<file path="config.mk">
export PLATFORM = sky130hd
export DESIGN_NAME = prio_ring_arbiter
export DESIGN_NICKNAME = d
export VERILOG_FILES = /design/src/rtl/pcar_pkg.sv /design/src/rtl/prio_grant_fsm.sv /design/src/rtl/ring_age_store.sv /design/src/rtl/prio_ring_arbiter.sv
export SDC_FILE = /design/constraint.sdc
export NUM_CORES = 2
export LEC_CHECK = 0
export BUFFER_PORTS_ARGS = -buffer_cell sky130_fd_sc_hd__buf_2
export CORE_MARGIN = 3
export CORE_UTILIZATION = 70
export CTS_CLUSTER_DIAMETER = 80
export DETAILED_ROUTE_END_ITERATION = 6
export PLACE_DENSITY = 0.95
export SLEW_MARGIN = 15
export SYNTH_ARGS = -nofsm -noshare
export SYNTH_HDL_FRONTEND = slang
export SYNTH_HIERARCHICAL = 1
export SYNTH_SLANG_ARGS = --single-unit
</file>
<file path="constraint.sdc">
create_clock -name clk -period 21.6 [get_ports clk]
set_input_delay 0 -clock clk [delete_from_list [all_inputs] [get_ports clk]]
set_output_delay 0 -clock clk [all_outputs]
set_load 0.02 [all_outputs]
</file>
<file path="src/rtl/pcar_pkg.sv">
package pcar_pkg;

    localparam int TS_W = 16;

    typedef enum logic [0:0] {
        ARB_IDLE  = 1'b0,
        ARB_BURST = 1'b1
    } arb_state_t;

endpackage

</file>
<file path="src/rtl/prio_grant_fsm.sv">
module prio_grant_fsm
    import pcar_pkg::*;
#(
    parameter int NB     = 3,
    parameter int PRIO_W = 2,
    parameter int BURST  = 8,
    localparam int BIW   = (NB > 1) ? $clog2(NB) : 1
) (
    input  logic                 clk,
    input  logic                 rst_n,
    input  logic [NB-1:0]        req,
    input  logic [NB*PRIO_W-1:0] prio,
    output logic                 busy,
    output logic [BIW-1:0]       gnt,
    output logic                 wr_en
);

    localparam int LVLS = 1 << PRIO_W;
    localparam int BTW  = $clog2(BURST);

    arb_state_t        state_q, state_d;
    logic [BIW-1:0]    gnt_q;
    logic [BTW-1:0]    beat_q;
    logic [BIW-1:0]    rr_q [LVLS];

    logic [PRIO_W-1:0] top_lvl;
    logic              any_req;
    logic              found;
    logic [BIW-1:0]    win;

    // winner search: highest level first, then rotate after last grant
    always_comb begin
        int c;
        top_lvl = '0;
        any_req = 1'b0;
        for (int b = 0; b < NB; b++) begin
            if (req[b] && (!any_req || prio[b*PRIO_W +: PRIO_W] > top_lvl)) begin
                top_lvl = prio[b*PRIO_W +: PRIO_W];
                any_req = 1'b1;
            end
        end
        found = 1'b0;
        win   = '0;
        for (int k = 1; k <= NB; k++) begin
            c = int'(rr_q[top_lvl]) + k;
            if (c >= NB) c = c - NB;
            if (!found && req[c] && prio[c*PRIO_W +: PRIO_W] == top_lvl) begin
                found = 1'b1;
                win   = BIW'(c);
            end
        end
    end

    // state register
    always_ff @(posedge clk) begin
        if (!rst_n) state_q <= ARB_IDLE;
        else        state_q <= state_d;
    end

    // next state
    always_comb begin
        state_d = state_q;
        unique case (state_q)
            ARB_IDLE: begin
                if (found) state_d = ARB_BURST;              // GRANT
            end
            ARB_BURST: begin
                if (!req[gnt_q])                    state_d = ARB_IDLE; // SOURCE_STALL
                else if (beat_q == BTW'(BURST - 1)) state_d = ARB_IDLE; // BURST_DONE
            end
            default: state_d = ARB_IDLE;
        endcase
    end

    // grant, beat counter and per-level rotation pointers
    always_ff @(posedge clk) begin
        if (!rst_n) begin
            gnt_q  <= '0;
            beat_q <= '0;
            for (int l = 0; l < LVLS; l++) rr_q[l] <= '0;
        end else if (state_q == ARB_IDLE && found) begin
            gnt_q         <= win;
            beat_q        <= '0;
            rr_q[top_lvl] <= win;
        end else if (state_q == ARB_BURST && req[gnt_q]) begin
            beat_q <= beat_q + 1'b1;
        end
    end

    // outputs
    always_comb begin
        busy  = (state_q == ARB_BURST);
        gnt   = gnt_q;
        wr_en = busy && req[gnt_q];
    end

endmodule

</file>
<file path="src/rtl/ring_age_store.sv">
module ring_age_store
    import pcar_pkg::*;
#(
    parameter int TAG_W   = 2,
    parameter int DW      = 8,
    parameter int DEPTH   = 64,
    parameter int MAX_AGE = 200,
    localparam int AW     = $clog2(DEPTH),
    localparam int CW     = AW + 1
) (
    input  logic             clk,
    input  logic             rst_n,
    input  logic             wr_en,
    input  logic [TAG_W-1:0] wr_tag,
    input  logic [DW-1:0]    wr_data,
    input  logic [TAG_W-1:0] rd_sel,
    output logic             rd_hit,
    output logic [DW-1:0]    rd_data
);

    logic [DEPTH-1:0] v_q;
    logic [TAG_W-1:0] tag_q [DEPTH];
    logic [TS_W-1:0]  ts_q  [DEPTH];
    logic [DW-1:0]    dat_q [DEPTH];
    logic [AW-1:0]    head_q, tail_q;
    logic [CW-1:0]    cnt_q;
    logic [TS_W-1:0]  now_q;

    logic [DEPTH-1:0] fresh;
    logic [DEPTH-1:0] match;
    logic             found;
    logic [AW-1:0]    hit_idx;
    logic             drop;

    for (genvar g = 0; g < DEPTH; g++) begin : g_slot
        logic [TS_W-1:0] age;
        assign age      = now_q - ts_q[g];
        assign fresh[g] = (age <= TS_W'(MAX_AGE));
        assign match[g] = v_q[g] && fresh[g] && (tag_q[g] == rd_sel);
    end

    // oldest matching slot, scanning from head in ring order
    always_comb begin
        logic [AW-1:0] idx;
        found   = 1'b0;
        hit_idx = '0;
        for (int k = 0; k < DEPTH; k++) begin
            idx = head_q + AW'(k);
            if (!found && match[idx]) begin
                found   = 1'b1;
                hit_idx = idx;
            end
        end
    end

    assign rd_hit  = found && (rd_sel != '0);
    assign rd_data = dat_q[hit_idx];

    assign drop = (cnt_q != '0) &&
                  (!v_q[head_q] || !fresh[head_q] || (wr_en && cnt_q == CW'(DEPTH)));

    always_ff @(posedge clk) begin
        if (!rst_n) begin
            v_q    <= '0;
            head_q <= '0;
            tail_q <= '0;
            cnt_q  <= '0;
            now_q  <= '0;
        end else begin
            now_q <= now_q + 1'b1;
            if (rd_hit) v_q[hit_idx] <= 1'b0;
            if (drop) begin
                v_q[head_q] <= 1'b0;
                head_q      <= head_q + 1'b1;
            end
            if (wr_en) begin
                v_q[tail_q] <= 1'b1;
                tail_q      <= tail_q + 1'b1;
            end
            cnt_q <= cnt_q + CW'(wr_en) - CW'(drop);
        end
    end

    always_ff @(posedge clk) begin
        if (wr_en) begin
            tag_q[tail_q] <= wr_tag;
            ts_q[tail_q]  <= now_q;
            dat_q[tail_q] <= wr_data;
        end
    end

endmodule

</file>
<file path="src/rtl/prio_ring_arbiter.sv">
module prio_ring_arbiter
    import pcar_pkg::*;
#(
    parameter int N_CH    = 4,
    parameter int DW      = 8,
    parameter int PRIO_W  = 2,
    parameter int DEPTH   = 64,
    parameter int BURST   = 8,
    parameter int MAX_AGE = 200,
    localparam int CHW    = $clog2(N_CH),
    localparam int NB     = N_CH - 1,
    localparam int BIW    = (NB > 1) ? $clog2(NB) : 1
) (
    input  logic                 clk,
    input  logic                 rst_n,
    input  logic [N_CH-1:0]      ch_valid,
    input  logic [N_CH*DW-1:0]   ch_data,
    input  logic [NB*PRIO_W-1:0] ch_prio,
    input  logic [CHW-1:0]       disp_sel,
    output logic [N_CH-1:0]      ch_ready,
    output logic                 disp_valid,
    output logic [DW-1:0]        disp_data,
    output logic                 disp_empty
);

    logic           busy;
    logic [BIW-1:0] gnt;
    logic           wr_en;
    logic [CHW-1:0] wr_tag;
    logic [DW-1:0]  wr_data;
    logic           rd_hit;
    logic [DW-1:0]  rd_data;

    prio_grant_fsm #(
        .NB     (NB),
        .PRIO_W (PRIO_W),
        .BURST  (BURST)
    ) arb_i (
        .clk   (clk),
        .rst_n (rst_n),
        .req   (ch_valid[N_CH-1:1]),
        .prio  (ch_prio),
        .busy  (busy),
        .gnt   (gnt),
        .wr_en (wr_en)
    );

    assign wr_tag  = CHW'(int'(gnt) + 1);
    assign wr_data = ch_data[(int'(gnt) + 1)*DW +: DW];

    ring_age_store #(
        .TAG_W   (CHW),
        .DW      (DW),
        .DEPTH   (DEPTH),
        .MAX_AGE (MAX_AGE)
    ) store_i (
        .clk     (clk),
        .rst_n   (rst_n),
        .wr_en   (wr_en),
        .wr_tag  (wr_tag),
        .wr_data (wr_data),
        .rd_sel  (disp_sel),
        .rd_hit  (rd_hit),
        .rd_data (rd_data)
    );

    assign ch_ready[0] = 1'b1;
    for (genvar g = 1; g < N_CH; g++) begin : g_ready
        assign ch_ready[g] = busy && (gnt == BIW'(g - 1));
    end

    always_comb begin
        if (disp_sel == '0) begin
            disp_valid = ch_valid[0];
            disp_data  = ch_data[DW-1:0];
            disp_empty = 1'b0;
        end else begin
            disp_valid = rd_hit;
            disp_data  = rd_data;
            disp_empty = !rd_hit;
        end
    end

endmodule

</file>
==> results_dict.tcl, run 1 <==
set metrics [dict create \
    syn_inst 14714 \
    io_pins 60 \
    yosysMostFrequentCell "edfxtp_1" \
    start_util 0.7073 \
    grt_max_degree 91 \
    status "stopped before the end" \
    ys_async_sr_fraction 0 \
    netlist_area_sq_um 138400 \
    post_cts_resized 0 \
    yosys_register_bits 1777 \
    dpl.hpwl_um 423100 \
    synth_top_area_cell "edfxtp_1" \
    clkSinkCount 1777 \
    stop_stage "global routing (5_1_grt)" \
    error "[ERROR GRT-0116] Global routing finished with congestion. Check the congestion regions in the DRC Viewer." \
    synth-seq-area-share 0.3781 \
    ys_types 149 \
    synth_nets 15768 \
    placed_cells 17185 \
    ys.flop_type "edfxtp_1" \
    grt_pass1_vias 154914 \
    grt_overflow 264 \
    root_buffer "clkbuf_16" \
    synth_top_area_frac 0.3629 \
    yosysWarnings 6 \
    grt.total_usage 0.7622 \
    row_count 162 \
    gp_congestion 1.199 \
    grt_pass1_wl_um 1132000 \
    die_w_um 450.6 \
    postCtsSetupRepairBufs 0 \
    clockBufferDepth 3 \
    avgSynthCellArea_sq_um 9.403 \
    cts_max_level 4 \
    synth-edff-count 1672 \
    cts_inserted_buffers 189 \
    die_h_um 450.6 \
    synthTopCellsByArea "edfxtp_1, ha_1, a21oi_1" \
    port_buffers 58 \
    synth_common_cells "edfxtp_1, inv_1, nand2_1, a21oi_1, ha_1" \
]
## logic make-up after synthesis
group | Yosys count | share of synthesized area
XOR/XNOR | 721 | 0.04575
AND/OR/NAND/NOR | 4698 | 0.1743
multiplexers | 383 | 0.04026
other | 1 | 0.00002711
adder cells (fa/ha/maj) | 1008 | 0.09121
flip-flops | 1777 | 0.3781
buffers and inverters | 1720 | 0.04907
AO/OA/AOI/OAI | 4406 | 0.2212
## layer usage
layer  GRT overflow  track usage
met3             32       0.6290
met4             89       0.6600
met2            115       0.9035
met1             25       0.7940
met5              3       0.4751
## metrics by stage
stage	worst slack (ns)	cell area (sq um)	hold WS (ns)	util
CTS	6.378	149600	0.001474	0.7646
detailed placement	7.996	143000	0.3435	0.7312
global placement	8.317	143000	0.3444	0.7311
floorplan	11.33	138400	0.1520	-
## repair_timing
action                     in CTS
setup endpoints to repair       0
hold buffers                    8
hold endpoints to repair      369
==> run 2, diff against run 1 <==
--- a/config.mk
+++ b/config.mk
@@ -7,10 +7,9 @@
 export LEC_CHECK = 0
 export BUFFER_PORTS_ARGS = -buffer_cell sky130_fd_sc_hd__buf_2
 export CORE_MARGIN = 3
-export CORE_UTILIZATION = 70
-export CTS_CLUSTER_DIAMETER = 80
+export CORE_UTILIZATION = 40
 export DETAILED_ROUTE_END_ITERATION = 6
-export PLACE_DENSITY = 0.95
+export PLACE_DENSITY_LB_ADDON = 0.15
 export SLEW_MARGIN = 15
 export SYNTH_ARGS = -nofsm -noshare
 export SYNTH_HDL_FRONTEND = slang
==> run 2 against run 1 <==
  * The flow now finishes, with violations (design-rule violations)
  * Synthesized cell count unchanged
  * Synthesized area unchanged
==> results_dict.tcl, run 2 <==
set metrics [dict create \
    status "complete, but fails checks" \
    violations "design-rule violations" \
    port_buffers 58 \
    io_pins 60 \
    firstDrtPassIters 7 \
    cts-hold-fix-buffers 18 \
    grt_overflow 0 \
    crit_path_max_incr_delay_ns 0.98 \
    synth_common_cells "edfxtp_1, inv_1, nand2_1, a21oi_1, ha_1" \
    synth_nets 15768 \
    critPathSlowestCell "a2111oi_1" \
    maxCapViolCount 0 \
    synth_top_area_frac 0.3629 \
    routed_wirelength_um 599200 \
    hold_path_class "input port to flip-flop" \
    clockBufferDepth 4 \
    cts_tree "done" \
    finalSetupViolCount 0 \
    synth-edff-count 1672 \
    grt.total_usage 0.3261 \
    tightest_slew_ns 1.363 \
    min_period_ns 15.40 \
    area_delta_synth_final_pct 11.03 \
    root_buffer "clkbuf_16" \
    layout_common_cells "edfxtp_1, nand2_1, inv_1" \
    ys_async_sr_fraction 0 \
    ir_drop_v 0.0003319 \
    worstPathRequired_ns 21.60 \
    core-area_sq_um 343800 \
    yosysWarnings 6 \
    die_w_um 594.1 \
    hold_path_depth 4 \
    dpl.hpwl_um 442500 \
    timing.slew.headroom 0.08702 \
    synth-seq-area-share 0.3781 \
    arrival_ns 15.40 \
    largest_register_ffs 1024 \
    final_common_cell "edfxtp_1" \
    start_util 0.4024 \
    nNetsFinal 15916 \
    dieArea_sq_um 353000 \
    synth_top_area_cell "edfxtp_1" \
    power_density_nw_per_um2 112.2 \
    via_count 124871 \
    reg2regPathDepth 30 \
    routedWlPerCell_um 30.56 \
    syn_inst 14714 \
    fmax_mhz 64.92 \
    ant_nets 0 \
    largestRegisters "store_i/ts_q: 1024 flops, store_i/dat_q: 512 flops, store_i/tag_q: 128 flops" \
    wl_met3_um 49340 \
    grt_max_degree 112 \
    register_area_sq_um 52390 \
    path_clk_slew_ns 0.06 \
    ys_types 149 \
    post-route-period-util 0.7132 \
    total_leakage_power_nw 59.97 \
    gp_congestion 1.056 \
    cp_common_cell "buf_4" \
    hold_violations 0 \
    rsz0062_at_grt "false" \
    fin_setup_tns_ns 0 \
    post_cts_resized 0 \
    worstSetupPathType "flip-flop to primary output" \
    cts_inserted_buffers 214 \
    final_area_sq_um 153600 \
    startpoint_type "flip-flop" \
    yosys_register_bits 1777 \
    num-fill-cells 33260 \
    wl_met2_um 255200 \
    path_max_fanout 111 \
    clk_latency_ns 0.97 \
    grt_pass1_vias 116067 \
    synthTopCellsByArea "edfxtp_1, ha_1, a21oi_1" \
    placedInstanceArea_sq_um 146300 \
    postCtsSetupRepairBufs 0 \
    fin_skew_ns 0.1157 \
    grt_pass1_wl_um 847600 \
    drive_gt1_frac 0.09451 \
    drcViolationCount 7 \
    multiInputGateArea_sq_um 80400 \
    avgSynthCellArea_sq_um 9.403 \
    netlist_area_sq_um 138400 \
    top_register "store_i/ts_q" \
    antenna_found_initial 50 \
    cp-end-kind "primary output" \
    holdWs_ns 0.05287 \
    via_per_inst 6.368 \
    clkSinkCount 1777 \
    drt-initial-drc-count 14009 \
    ys.flop_type "edfxtp_1" \
    top_layer "met5" \
    yosysMostFrequentCell "edfxtp_1" \
    die_h_um 594.1 \
    cts_max_level 4 \
    slew_viol_final 0 \
    drt-met1-wl_um 260800 \
    row_count 215 \
]
## run 2: cell counts after synthesis
Identical to the previous run, type by type.
## run 2: final cells by class
class                           instances  area share
Inverter                             1186     0.02906
Multi-Input combinational cell      11217      0.5234
Antenna cell                           17   0.0002770
Tap cell                             4557     0.03712
Timing Repair Buffer                  466     0.02331
Sequential cell                      1777      0.3411
Clock buffer                          269     0.03784
Clock inverter                        120    0.007877
## run 2: final timing paths
check | to | from | slack [ns]
worst min-delay path | store_i/dat_q[46][0] | ch_data[8] | 0.05
worst max-delay path | disp_data[6] | store_i/now_q[7] | 6.20
worst max register to register | store_i/v_q[21] | store_i/now_q[7] | 7.72
worst min register to register | arb_i/beat_q[2] | arb_i/beat_q[2] | 0.46
## run 2: kinds of logic after synthesis
family                     Yosys count  synth area share
buffers and inverters             1720           0.04907
other                                1        0.00002711
muxes                              383           0.04026
xor gates and xnor gates           721           0.04575
and+or+nand+nor                   4698            0.1743
DFF                               1777            0.3781
AOI/OAI and AO/OA                 4406            0.2212
adders and majority gates         1008           0.09121
## run 2: report_power, final
group	internal [mW]	switching [mW]
sequential	3.90	0.0423
clock	2.16	1.54
combinational	2.94	6.65
total	8.99	8.23
## run 2: stage by stage
| stage | worst slack (ns) | cells | util | total power [mW] |
|---|---|---|---|---|
| 2_1_floorplan | 11.33 | 14714 | - | 9.419 |
| 3_3_place_gp | 7.697 | 19185 | 0.4256 | 13.38 |
| 3_5_place_dp | 7.622 | 19185 | 0.4257 | 13.29 |
| 4_1_cts | 6.580 | 19592 | 0.4466 | 17.04 |
| 5_1_grt | 5.782 | 19593 | 0.4467 | 17.64 |
| 6_report | 6.195 | 19609 | 0.4468 | 17.23 |
## run 2: critical path, delay by kind of cell (launching register included)
kind / cells / cell delay [ns]
compound gates: 12 / 5.00
simple gates: 11 / 4.36
flops: 1 / 0.57
fa+ha+maj: 1 / 0.40
mux: 4 / 1.51
buf+inv: 6 / 2.41
## run 2: per-layer routing
metal | global-route usage | vias to the layer above
met5 | 0 | -
met4 | 0.1521 | 22
met3 | 0.06407 | 1244
met2 | 0.4948 | 5321
met1 | 0.4464 | 61462
li1 | - | 56822
No activity file was read; power rests on OpenSTA's default activity.
